===== config.mk =====
export PLATFORM = sky130hd
export DESIGN_NAME = seg_addr_gen
export DESIGN_NICKNAME = d
export VERILOG_FILES = /design/src/rtl/seg_agu_pkg.sv /design/src/rtl/seg_agu_segfile.sv /design/src/rtl/seg_agu_select.sv /design/src/rtl/seg_agu_adder.sv /design/src/rtl/seg_addr_gen.sv
export SDC_FILE = /design/constraint.sdc
export NUM_CORES = 1
export LEC_CHECK = 0
export ABC_CLOCK_PERIOD_IN_PS = 7300
export BUFFER_PORTS_ARGS = -buffer_cell sky130_fd_sc_hd__buf_4
export CORE_MARGIN = 8
export CORE_UTILIZATION = 35
export DETAILED_ROUTE_END_ITERATION = 12
export PLACE_DENSITY = 0.6
export SYNTH_ARGS = -nofsm -noshare
export SYNTH_HDL_FRONTEND = slang
export SYNTH_SLANG_ARGS = --single-unit

===== constraint.sdc =====
create_clock -name clk -period 7.3 [get_ports clk]
set_clock_uncertainty 0.05 [all_clocks]
set_input_delay 0 -clock clk [delete_from_list [all_inputs] [get_ports clk]]
set_output_delay 0 -clock clk [all_outputs]
set_load 0.02 [all_outputs]

===== src/rtl/seg_agu_pkg.sv =====
package seg_agu_pkg;

    // Segment register indices
    typedef enum logic [2:0] {
        SEG_CODE  = 3'd0,
        SEG_DATA  = 3'd1,
        SEG_STACK = 3'd2,
        SEG_EXTRA = 3'd3,
        SEG_AUXA  = 3'd4,
        SEG_AUXB  = 3'd5
    } seg_id_e;

    // Access kind codes; 6 and 7 behave as other data
    typedef enum logic [2:0] {
        K_FETCH   = 3'd0,
        K_STACK   = 3'd1,
        K_BPDATA  = 3'd2,
        K_STR_SRC = 3'd3,
        K_STR_DST = 3'd4,
        K_OTHER   = 3'd5
    } acc_kind_e;

    // Response sequencer states
    typedef enum logic {
        ST_IDLE = 1'b0,
        ST_RESP = 1'b1
    } rsp_state_e;

endpackage


===== src/rtl/seg_agu_segfile.sv =====
module seg_agu_segfile #(
    parameter int SEG_W   = 16,
    parameter int NUM_SEG = 6,
    parameter int IDX_W   = 3
) (
    input  logic             clk,
    input  logic             rst_n,
    input  logic             wr_en,
    input  logic [IDX_W-1:0] wr_idx,
    input  logic [SEG_W-1:0] wr_data,
    input  logic [IDX_W-1:0] rd_idx,
    output logic [SEG_W-1:0] rd_data
);

    logic [SEG_W-1:0] regs [NUM_SEG];

    for (genvar g = 0; g < NUM_SEG; g++) begin : g_seg
        always_ff @(posedge clk or negedge rst_n) begin
            if (!rst_n) begin
                regs[g] <= '0;
            end else if (wr_en && (wr_idx == IDX_W'(g))) begin
                regs[g] <= wr_data;
            end
        end

        // a register that is not written keeps its value
        assert_untouched_stable_R11: assert property (
            @(posedge clk) disable iff (!rst_n)
            !(wr_en && (wr_idx == IDX_W'(g))) |=> $stable(regs[g])
        );
    end

    always_comb begin
        rd_data = '0;
        for (int i = 0; i < NUM_SEG; i++) begin
            if (rd_idx == IDX_W'(i)) begin
                rd_data = regs[i];
            end
        end
    end

endmodule


===== src/rtl/seg_agu_select.sv =====
module seg_agu_select
    import seg_agu_pkg::*;
#(
    parameter int NUM_SEG = 6,
    parameter int IDX_W   = 3
) (
    input  logic [2:0]       kind,
    input  logic             ovr_valid,
    input  logic [IDX_W-1:0] ovr_idx,
    output logic [IDX_W-1:0] seg_idx
);

    logic ovr_ok;
    assign ovr_ok = ovr_valid && (ovr_idx < IDX_W'(NUM_SEG));

    always_comb begin
        unique case (kind)
            K_FETCH:   seg_idx = IDX_W'(SEG_CODE);
            K_STR_DST: seg_idx = IDX_W'(SEG_EXTRA);
            K_STACK,
            K_BPDATA:  seg_idx = ovr_ok ? ovr_idx : IDX_W'(SEG_STACK);
            default:   seg_idx = ovr_ok ? ovr_idx : IDX_W'(SEG_DATA);
        endcase
    end

endmodule


===== src/rtl/seg_agu_adder.sv =====
module seg_agu_adder #(
    parameter int SEG_W = 16,
    parameter int OFF_W = 16,
    parameter int SHIFT = 4
) (
    input  logic [SEG_W-1:0]       seg,
    input  logic [OFF_W-1:0]       off,
    output logic [SEG_W+SHIFT-1:0] addr
);

    localparam int ADDR_W = SEG_W + SHIFT;

    // The carry out of the top bit is dropped, so the address wraps
    assign addr = {seg, {SHIFT{1'b0}}} + {{(ADDR_W-OFF_W){1'b0}}, off};

endmodule


===== src/rtl/seg_addr_gen.sv =====
module seg_addr_gen
    import seg_agu_pkg::*;
#(
    parameter int SEG_W   = 16,
    parameter int OFF_W   = 16,
    parameter int SHIFT   = 4,
    parameter int NUM_SEG = 6,
    parameter int IDX_W   = 3
) (
    input  logic                   clk,
    input  logic                   rst_n,
    input  logic                   wr_en,
    input  logic [IDX_W-1:0]       wr_idx,
    input  logic [SEG_W-1:0]       wr_data,
    input  logic                   req_valid,
    input  logic [2:0]             req_kind,
    input  logic [OFF_W-1:0]       req_offset,
    input  logic                   ovr_valid,
    input  logic [IDX_W-1:0]       ovr_idx,
    output logic                   rsp_valid,
    output logic [SEG_W+SHIFT-1:0] rsp_addr,
    output logic [IDX_W-1:0]       rsp_seg
);

    localparam int ADDR_W = SEG_W + SHIFT;

    rsp_state_e       state, state_nx;
    logic [IDX_W-1:0] sel_idx;
    logic [SEG_W-1:0] sel_seg;
    logic [ADDR_W-1:0] sum_addr;

    seg_agu_select #(.NUM_SEG(NUM_SEG), .IDX_W(IDX_W)) u_select (
        .kind      (req_kind),
        .ovr_valid (ovr_valid),
        .ovr_idx   (ovr_idx),
        .seg_idx   (sel_idx)
    );

    seg_agu_segfile #(.SEG_W(SEG_W), .NUM_SEG(NUM_SEG), .IDX_W(IDX_W)) u_segfile (
        .clk     (clk),
        .rst_n   (rst_n),
        .wr_en   (wr_en),
        .wr_idx  (wr_idx),
        .wr_data (wr_data),
        .rd_idx  (sel_idx),
        .rd_data (sel_seg)
    );

    seg_agu_adder #(.SEG_W(SEG_W), .OFF_W(OFF_W), .SHIFT(SHIFT)) u_adder (
        .seg  (sel_seg),
        .off  (req_offset),
        .addr (sum_addr)
    );

    // Next-state logic
    always_comb begin
        unique case (state)
            ST_IDLE: state_nx = req_valid ? ST_RESP : ST_IDLE;
            ST_RESP: state_nx = req_valid ? ST_RESP : ST_IDLE;
            default: state_nx = ST_IDLE;
        endcase
    end

    // State register
    always_ff @(posedge clk or negedge rst_n) begin
        if (!rst_n) state <= ST_IDLE;
        else        state <= state_nx;
    end

    // Output registers
    always_ff @(posedge clk or negedge rst_n) begin
        if (!rst_n) begin
            rsp_addr <= '0;
            rsp_seg  <= '0;
        end else if (req_valid) begin
            rsp_addr <= sum_addr;
            rsp_seg  <= sel_idx;
        end
    end

    assign rsp_valid = (state == ST_RESP);

    // a fetch always resolves to the code segment
    assert_fetch_code_R4: assert property (
        @(posedge clk) disable iff (!rst_n)
        (req_valid && req_kind == K_FETCH) |=> (rsp_seg == IDX_W'(SEG_CODE))
    );

    // a string destination always resolves to the extra segment
    assert_strdst_extra_R8: assert property (
        @(posedge clk) disable iff (!rst_n)
        (req_valid && req_kind == K_STR_DST) |=> (rsp_seg == IDX_W'(SEG_EXTRA))
    );

    // a request strobe is followed by a valid response
    assert_req_rsp_R2: assert property (
        @(posedge clk) disable iff (!rst_n)
        req_valid |=> rsp_valid
    );

    // no strobe, no response
    assert_idle_norsp_R12: assert property (
        @(posedge clk) disable iff (!rst_n)
        !req_valid |=> !rsp_valid
    );

    // the low nibble of the address is the low nibble of the offset
    assert_low_nibble_R2: assert property (
        @(posedge clk) disable iff (!rst_n)
        req_valid |=> (rsp_addr[SHIFT-1:0] == $past(req_offset[SHIFT-1:0]))
    );

endmodule


# --- After elaboration in Yosys (flattened, before gate mapping) ---
# Index checks and enable logic that the tools add are counted.
op_classes:
  addsub: 1
  order_cmp: 1
  eq_ne: 13
  n_mux: 10
  reduce_logical: 11
op_table:
  columns: ["op", "n"]
  rows:
  - ["$mux W16", 6]
  - ["$add A20 B16 Y20", 1]
  - ["$eq A3 B2 Y1 const B", 5]
  - ["$eq A3 B3 Y1 const B", 5]
  - ["$eq A3 B1 Y1 const B", 3]
  - ["$logic_not A3 Y1", 3]
  - ["$pmux W3 S3", 1]
  - ["$logic_and A1 B1 Y1", 7]
  - ["$mux W3", 2]
  - ["$lt A3 B3 Y1 const B", 1]
  - ["$reduce_or A2 Y1", 1]
  - ["$mux W1", 1]
totals:
  reg_bits: 120
  input_bits: 46
  out_inout_bits: 24
  elab_cells: 45

# --- Logic depth before layout (Yosys ltp) ---
# Gate-level depths: netlist (run 1).
logic_depth:
  word_depth: 12
  ltp_mapped: 19
  depth_no_buf: 16

# --- By module ---
# From an unflattened synthesis (run 1), not the netlist that was laid out.
unflattened:
  hier_cells: 494
  hier_area_um2: 6334.8
by_module_without_submodules:
  columns: ["module", "n_inst", "cells_per_inst", "area_per_inst_um2", "seq_area_each_um2"]
  rows:
  - ["seg_agu_segfile", 1, 323, 4534.3, 2402.3]
  - ["seg_addr_gen", 1, 49, 882.1, 600.6]
  - ["seg_agu_adder", 1, 108, 820.8, 0.0]
  - ["seg_agu_select", 1, 14, 97.6, 0.0]

# --- Worst setup path after synthesis (run 1) ---
# No wires, ideal clock.
synth_timing:
  kind: "input to register"
  start: "input ovr_valid"
  end: "register rsp_addr[14]"
  setup_ns: 0.125
  t_arrival_ns: 3.203
  path_slack_ns: 3.922
  stages: 17
  cell_sequence: "a21boi_2 mux2i_1 o211ai_1 buf_2 buf_1 mux2i_1 o211ai_1 o21a_1 ha_1 fa_1 a211oi_1 o21ai_1 nand2_1 o21a_1 nor2b_1 xnor2_1 mux2_2"
synth_via:
  elab_chain_len: 11
  elab_cells_between_ends: 17
  classes_between: "add/sub: 1; eq/ne: 5; mux: 9; reduce/logical: 2"
synth_rtl:
  columns: ["element", "line_no", "text"]
  rows:
  - ["start, declared", "seg_addr_gen.sv:18", "input logic ovr_valid,"]
  - ["$logic_and A1 B1 Y1 *", "seg_agu_select.sv:14", "assign ovr_ok = ovr_valid && (ovr_idx < IDX_W'(NUM_SEG));"]
  - ["$mux W3, on equally long branches", "seg_agu_select.sv:22, seg_agu_select.sv:21", null]
  - ["$pmux W3 S3 *", "seg_agu_select.sv:17", "unique case (kind)"]
  - ["$logic_not A3 Y1", "seg_agu_segfile.sv:36", "if (rd_idx == IDX_W'(i)) begin"]
  - ["$mux W16 (5 in series)", "seg_agu_segfile.sv:36", null]
  - ["$mux W16 *", "seg_agu_segfile.sv:36", null]
  - ["$add A20 B16 Y20 *", "seg_agu_adder.sv:14", "assign addr = {seg, {SHIFT{1'b0}}} + {{(ADDR_W-OFF_W){1'b0}}, off};"]
  - ["end signal, assigned", "seg_addr_gen.sv:76", "rsp_addr <= sum_addr;"]
  - ["end, declared", "seg_addr_gen.sv:21", "output logic [SEG_W+SHIFT-1:0] rsp_addr,"]
# Mark *: on every way between the ends. The rest lies on a longest branch, timed or not.
# A chain may end at the register's enable or synchronous reset.

# --- Final worst setup path (run 1) ---
layout_timing:
  start: "input req_kind[0]"
  end: "register rsp_addr[18]"
layout_via:
  elab_chain_len: 11
  elab_cells_between_ends: 19
  classes_between: "add/sub: 1; eq/ne: 8; mux: 7; reduce/logical: 3"
layout_rtl:
  columns: ["element", "line_no", "text"]
  rows:
  - ["start, declared", "seg_addr_gen.sv:16", "input logic [2:0] req_kind,"]
  - ["$eq A3 B1 Y1 or $eq A3 B2 Y1 (tied branches)", "seg_agu_select.sv:17", null]
  - ["$reduce_or A2 Y1", "seg_agu_select.sv:17", null]
  - ["$pmux W3 S3 *", "seg_agu_select.sv:17", null]
  - ["$logic_not A3 Y1", "seg_agu_segfile.sv:36", null]
  - ["$mux W16 (5 in series)", "seg_agu_segfile.sv:36", null]
  - ["$mux W16 *", "seg_agu_segfile.sv:36", null]
  - ["$add A20 B16 Y20 *", "seg_agu_adder.sv:14", null]
# Marked as above.

==> flow_summary.yaml, run 1 <==
cells_and_area:
  nets: 613
  fin_cells: 784
  diodes: 0
  drive_gt1_share_pct: 39.9
  n_fill_cell: 1549
  most-common-layout-cells: "120 x dfrtp_1, 112 x mux2_2, 77 x buf_4"
  area_growth_pct: 27.3
  layout_commonest_cell: "dfrtp_1"
setup_path:
  worst_setup_path_start_kind: "primary input"
  critPathArrivalTime_ps: 3940
  critPathMaxFanout: 20
  critPathKind: "in2reg"
  end_kind: "register"
  cp_slowest_cell: "and2_1"
  ff2ff_setup_slack_ps: 4190
  crit_required_ps: 7580
  crit_chain: "buf_4, nor2_2, nor2b_1, a21oi_1, buf_4, and2_1, a222oi_1, o211ai_1, o21a_1, ha_1, fa_1, a211oi_1, o21ai_1, nand2_1, o21a_1, a21o_1, or4_1, a31oi_1"
  crit_path_max_incr_delay_ps: 600
cts:
  post-cts-setup-buffers: 0
  cts_num_sinks: 120
  clkTransAtPathRegs_ps: 50
  cts_tree: "yes"
  cts_buffers: 17
  clock_path_buffers: 2
  root_buffer: "clkbuf_16"
  clk_latency_ps: 410
  htreeDepth: 4
synthesis:
  syn_nets: 516
  synth_area_leaders: "dfrtp_1 51%, mux2_2 22%, mux2i_1 3.1%"
  postSynth.topFlopCell: "dfrtp_1"
  postSynthAreaPerCell_sq_um: 12.8
  synthCells: 456
  synth-warning-count: 0
  synth_area_sq_mm: 0.00584
  synth_top_area_cell: "dfrtp_1"
  synth_edf_count: 0
  ys_seq_area_share_pct: 51.4
  async_flop_share_pct: 100
  synth_cell_type_count: 52
  ys_seq_elements: 120
  synth_top_area_share_pct: 51.4
routing:
  wirelength_mm: 14.2
  drcViolationCount: 0
  drt_iter0_drc: 237
  vias_per_cell: 5.19
  final_antenna_net_count: 0
  num_vias: 4067
  dr.pass1.iters: 5
  avgRoutedWirePerCell_um: 18.1
floorplan:
  rows: 47
  initial_core_util_pct: 35.4
  core_sq_mm: 0.0165
  fp.dieH_um: 145
  die_x_um: 145
  ios: 70
  die-area_sq_mm: 0.0211
global_routing:
  antenna_found_initial: 0
  grtUsageTotal_pct: 13.7
  gr-total-overflow: 0
  grt_pass1_wl_mm: 22.9
  grt_max_degree: 83
  grt_pass1_vias: 4336
timing:
  hold_violations: 0
  worst_pin_slew_ps: 1080
  fmax_ghz: 0.273
  min_period_over_period_pct: 50.2
  setup_ws_ps: 3640
  maxSlewHeadroom_pct: 27.2
  fin_tns_setup_ps: 0
  timing.final.crit_period_ps: 3660
  drv_slew: 0
  setup_viol: 0
  rsz0062_at_grt: "false"
run_status:
  run_status: "complete, no violations"
placement:
  dp_worst_setup_slack_ps: 3240
  port_buffers: 69
  place.gp.congestion: 0.799
  hpwl_mm: 9.55
  place_inst: 730
min_path:
  hold_path.class: "in2reg"
power_and_ir_drop:
  ir_drop_v: 0.000183
  p_leak_nw: 3.24
  powerDensity_mw_per_mm2: 315
job:
  maxCapViolations: 0
## worst paths after layout
path | to | start | cells after the start
worst max-delay path | rsp_addr[18] | req_kind[0] | 18
worst min-delay path | rsp_addr[8] | req_offset[8] | 4
worst max register to register | rsp_addr[16] | u_segfile.regs[16] | 12
worst min register to register | u_segfile.regs[14] | u_segfile.regs[14] | 1
max in group asynchronous | u_segfile.regs[51] | rst_n | 3
min in group asynchronous | rsp_seg[2] | rst_n | 2
## cell usage after synthesis (5+ instances only)
cell,instances
xnor2_1,8
a221o_1,6
clkbuf_1,16
o211ai_1,11
inv_1,7
o21ai_0,7
mux2_2,112
o21a_1,13
nand2_1,12
a222oi_1,8
nor2_1,15
o21ai_1,10
ha_1,13
a21oi_1,8
nor3_1,5
dfrtp_1,120
mux2i_1,18
## logic make-up after synthesis
kind of cell               after synthesis  share of synthesized area [%]
AOI/OAI and AO/OA                       94                           11.7
xor gates and xnor gates                 9                           1.35
adders and majority gates               15                           3.30
buffers and inverters                   30                           2.25
DFF                                    120                           51.4
muxes                                  131                           24.9
and+or+nand+nor                         57                           5.02
## repair_timing
| item | in CTS | in global routing |
|---|---|---|
| hold endpoints to repair | 147 | 0 |
| hold buffers | 24 | 0 |
| gates resized for setup | 0 | 0 |
## routing by layer
layer	GRT usage (%)	up-vias	share of wire (%)	wire length [um]
met1	16.8	2050	46	6440
met2	22.2	98	49	6890
met3	3.76	15	4.3	607
li1	-	1904	-	-
met5	0	-	0	0
met4	6.14	0	1.5	218
## where the power goes
| group | switching (mW) | internal [mW] | leakage, nW |
|---|---|---|---|
| Combinational | 0.296 | 0.316 | 1.52 |
| Sequential | 0.0818 | 0.826 | 1.43 |
| Clock | 0.278 | 0.540 | 0.290 |
| Total | 0.656 | 1.68 | 3.24 |
## registers in the layout, summed over array words and instances (netlist names)
name,cells
u_segfile.regs,96
rsp_addr,20
rsp_seg,3
rsp_valid,1
## metrics by stage
step	total power [mW]	cell area, sq um	utilization (%)	hold WS, ps
final	2.34	7430	45.1	37.5
after global routing	2.47	7430	45.1	35.9
after CTS	2.37	7430	45.1	11.3
after detailed placement	1.53	6600	40.1	-20.9
after global placement	1.50	6600	40.1	-24.8
after floorplan	1.31	5840	-	-346
## area by class of cell
| class | count | area (sq um) | area share (%) |
|---|---|---|---|
| Multi-Input combinational cell | 306 | 2720 | 36.6 |
| Clock inverter | 8 | 95.1 | 1.28 |
| Inverter | 7 | 26.3 | 0.354 |
| Clock buffer | 22 | 494 | 6.65 |
| Sequential cell | 120 | 3000 | 40.4 |
| Timing Repair Buffer | 101 | 818 | 11.0 |
| Tap cell | 220 | 275 | 3.70 |
## worst max-delay path, delay by kind of cell
family	cells	cell delay, ps
simple gates	5	1440
compound gates	9	1600
buf+inv	2	430
fa+ha+maj	2	450
No activity file was read; power rests on OpenSTA's default activity.
==> run 2: changes to the inputs <==
Settings changed: ABC_CLOCK_PERIOD_IN_PS 7300 to 3800.
Clock period 7.3 ns to 3.8 ns, I/O delays scaled along.
==> run 2 against run 1 <==
Net effect:
- hold slack improved by 9.2 ps
- via count increased by 1.9%
- final area increased by 1.1%
- die area unchanged
- power increased by 94%
- wire length increased by 2.8%
- sequential power increased by 92%
- non-clock buffer count increased by 8
- critical path type unchanged
- largest power group unchanged
==> flow_summary.yaml, run 2 (synthesis gave the netlist of run 1 again) <==
routing:
  wirelength_mm: 14.5
  drt_iter0_drc: 282
  num_vias: 4144
  final_antenna_net_count: 0
  dr.pass1.iters: 5
  drcViolationCount: 0
  vias_per_cell: 5.22
  avgRoutedWirePerCell_um: 18.3
global_routing:
  antenna_found_initial: 0
  grt_pass1_wl_mm: 24.0
  grt_busiest_layer: "met2"
  grtUsageTotal_pct: 14.3
  met1_usage_pct: 17.6
  met2_usage_pct: 23.9
  gr-total-overflow: 0
  grt_pass1_vias: 4523
  grt_use_met3_pct: 3.70
  grt_max_degree: 57
timing:
  rsz0062_at_grt: "false"
  setup_viol: 0
  min_period_over_period_pct: 86.5
  drv_slew: 0
  fmax_ghz: 0.304
  maxSlewHeadroom_pct: 31.2
  timing.final.crit_period_ps: 3290
  fin_tns_setup_ps: 0
  hold_slack_ps: 46.6
  worst_pin_slew_ps: 1030
  setup_ws_ps: 515
  hold_violations: 0
cts:
  cts_buffers: 17
  root_buffer: "clkbuf_16"
  cts_resized: 0
  cts_tree: "yes"
  htreeDepth: 4
  clkTransAtPathRegs_ps: 60
  clock_path_buffers: 2
  cts_num_sinks: 120
  clk_latency_ps: 410
floorplan:
  die_x_um: 145
  fp.dieH_um: 145
  die-area_sq_mm: 0.0211
  core_sq_mm: 0.0165
  initial_core_util_pct: 35.4
  rows: 47
  ios: 70
setup_path:
  crit_required_ps: 4040
  critPathKind: "in2reg"
  critPathMaxFanout: 11
  end_kind: "register"
  worst_setup_path_start_kind: "primary input"
  critPathArrivalTime_ps: 3530
min_path:
  hold_path.class: "in2reg"
cells_and_area:
  nets: 621
  top_regs: "u_segfile.regs (96), rsp_addr (20), rsp_seg (3)"
  drive_gt1_share_pct: 40.1
  layout_commonest_cell: "dfrtp_1"
  finalInstanceArea_sq_mm: 0.00751
  largest-register: "u_segfile.regs"
  most-common-layout-cells: "120 x dfrtp_1, 112 x mux2_2, 83 x buf_4"
  area_growth_pct: 28.7
  largest_register_ffs: 96
  final_core_util_pct: 45.6
  diodes: 0
run_status:
  run_status: "complete, no violations"
placement:
  port_buffers: 69
  place_area_sq_mm: 0.00667
  hpwl_mm: 9.90
  place.gp.congestion: 0.874
  dp_worst_setup_slack_ps: 127
power_and_ir_drop:
  p_leak_nw: 3.29
  ir_drop_v: 0.000342
  powerDensity_mw_per_mm2: 604
job:
  maxCapViolations: 0
[run 2: final timing paths]
kind | startpoint | endpoint | slack (ps) | cells past startpoint
setup / recovery | ovr_idx[1] | rsp_addr[16] | 510 | 18
hold / removal | req_offset[8] | rsp_addr[8] | 50 | 4
setup reg to reg | u_segfile.regs[16] | rsp_addr[16] | 770 | 12
hold reg to reg | u_segfile.regs[39] | u_segfile.regs[39] | 450 | 1
max in group asynchronous | rst_n | u_segfile.regs[52] | 2640 | 3
min in group asynchronous | rst_n | u_segfile.regs[61] | 140 | 2
[run 2: repair_timing]
| action | CTS | global route |
|---|---|---|
| endpoints found under the hold margin | 163 | 0 |
| setup buffers | 0 | 0 |
| hold buffers | 25 | 0 |
[run 2: power breakdown]
| part | switching, mW | leakage, nW | internal [mW] | total (mW) |
|---|---|---|---|---|
| logic | 0.575 | 1.56 | 0.617 | 1.19 |
| clock network | 0.545 | 0.291 | 1.06 | 1.60 |
| registers | 0.154 | 1.43 | 1.59 | 1.74 |
| total | 1.27 | 3.29 | 3.26 | 4.54 |
[run 2: routing by layer]
metal | wire length, um | vias to the layer above
met3 | 694 | 16
met5 | 0 | -
met2 | 7220 | 115
met4 | 187 | 0
li1 | - | 1927
met1 | 6450 | 2086
[run 2: layout make-up]
type                       count  area, sq um
multi-input combinational    306         2730
inverter                       7         26.3
fill                        1514         8950
timing repair buffer         109          893
clock inverter                 9          123
sequential                   120         3000
clock buffer                  23          468
tap                          220          275
[run 2: per-stage QoR]
| step | std cells | power, mW |
|---|---|---|
| after floorplan | 456 | 2.52 |
| after global placement | 737 | 2.89 |
| after detailed placement | 737 | 2.94 |
| after CTS | 794 | 4.59 |
| after global routing | 794 | 4.78 |
| final | 794 | 4.54 |
[run 2: worst max-delay path: stages]
cell and delay [ps]:
buf_4 140, a21boi_2 220, maj3_1 220, o32ai_1 100, and2_1 180, buf_4 190, a222oi_1 300, o211ai_1 140
o21a_1 130, ha_1 210, fa_1 430, a211oi_1 380, o21ai_1 160, nand2_1 90, o21a_1 140, a21o_1 160
xor2_1 70, mux2_2 260
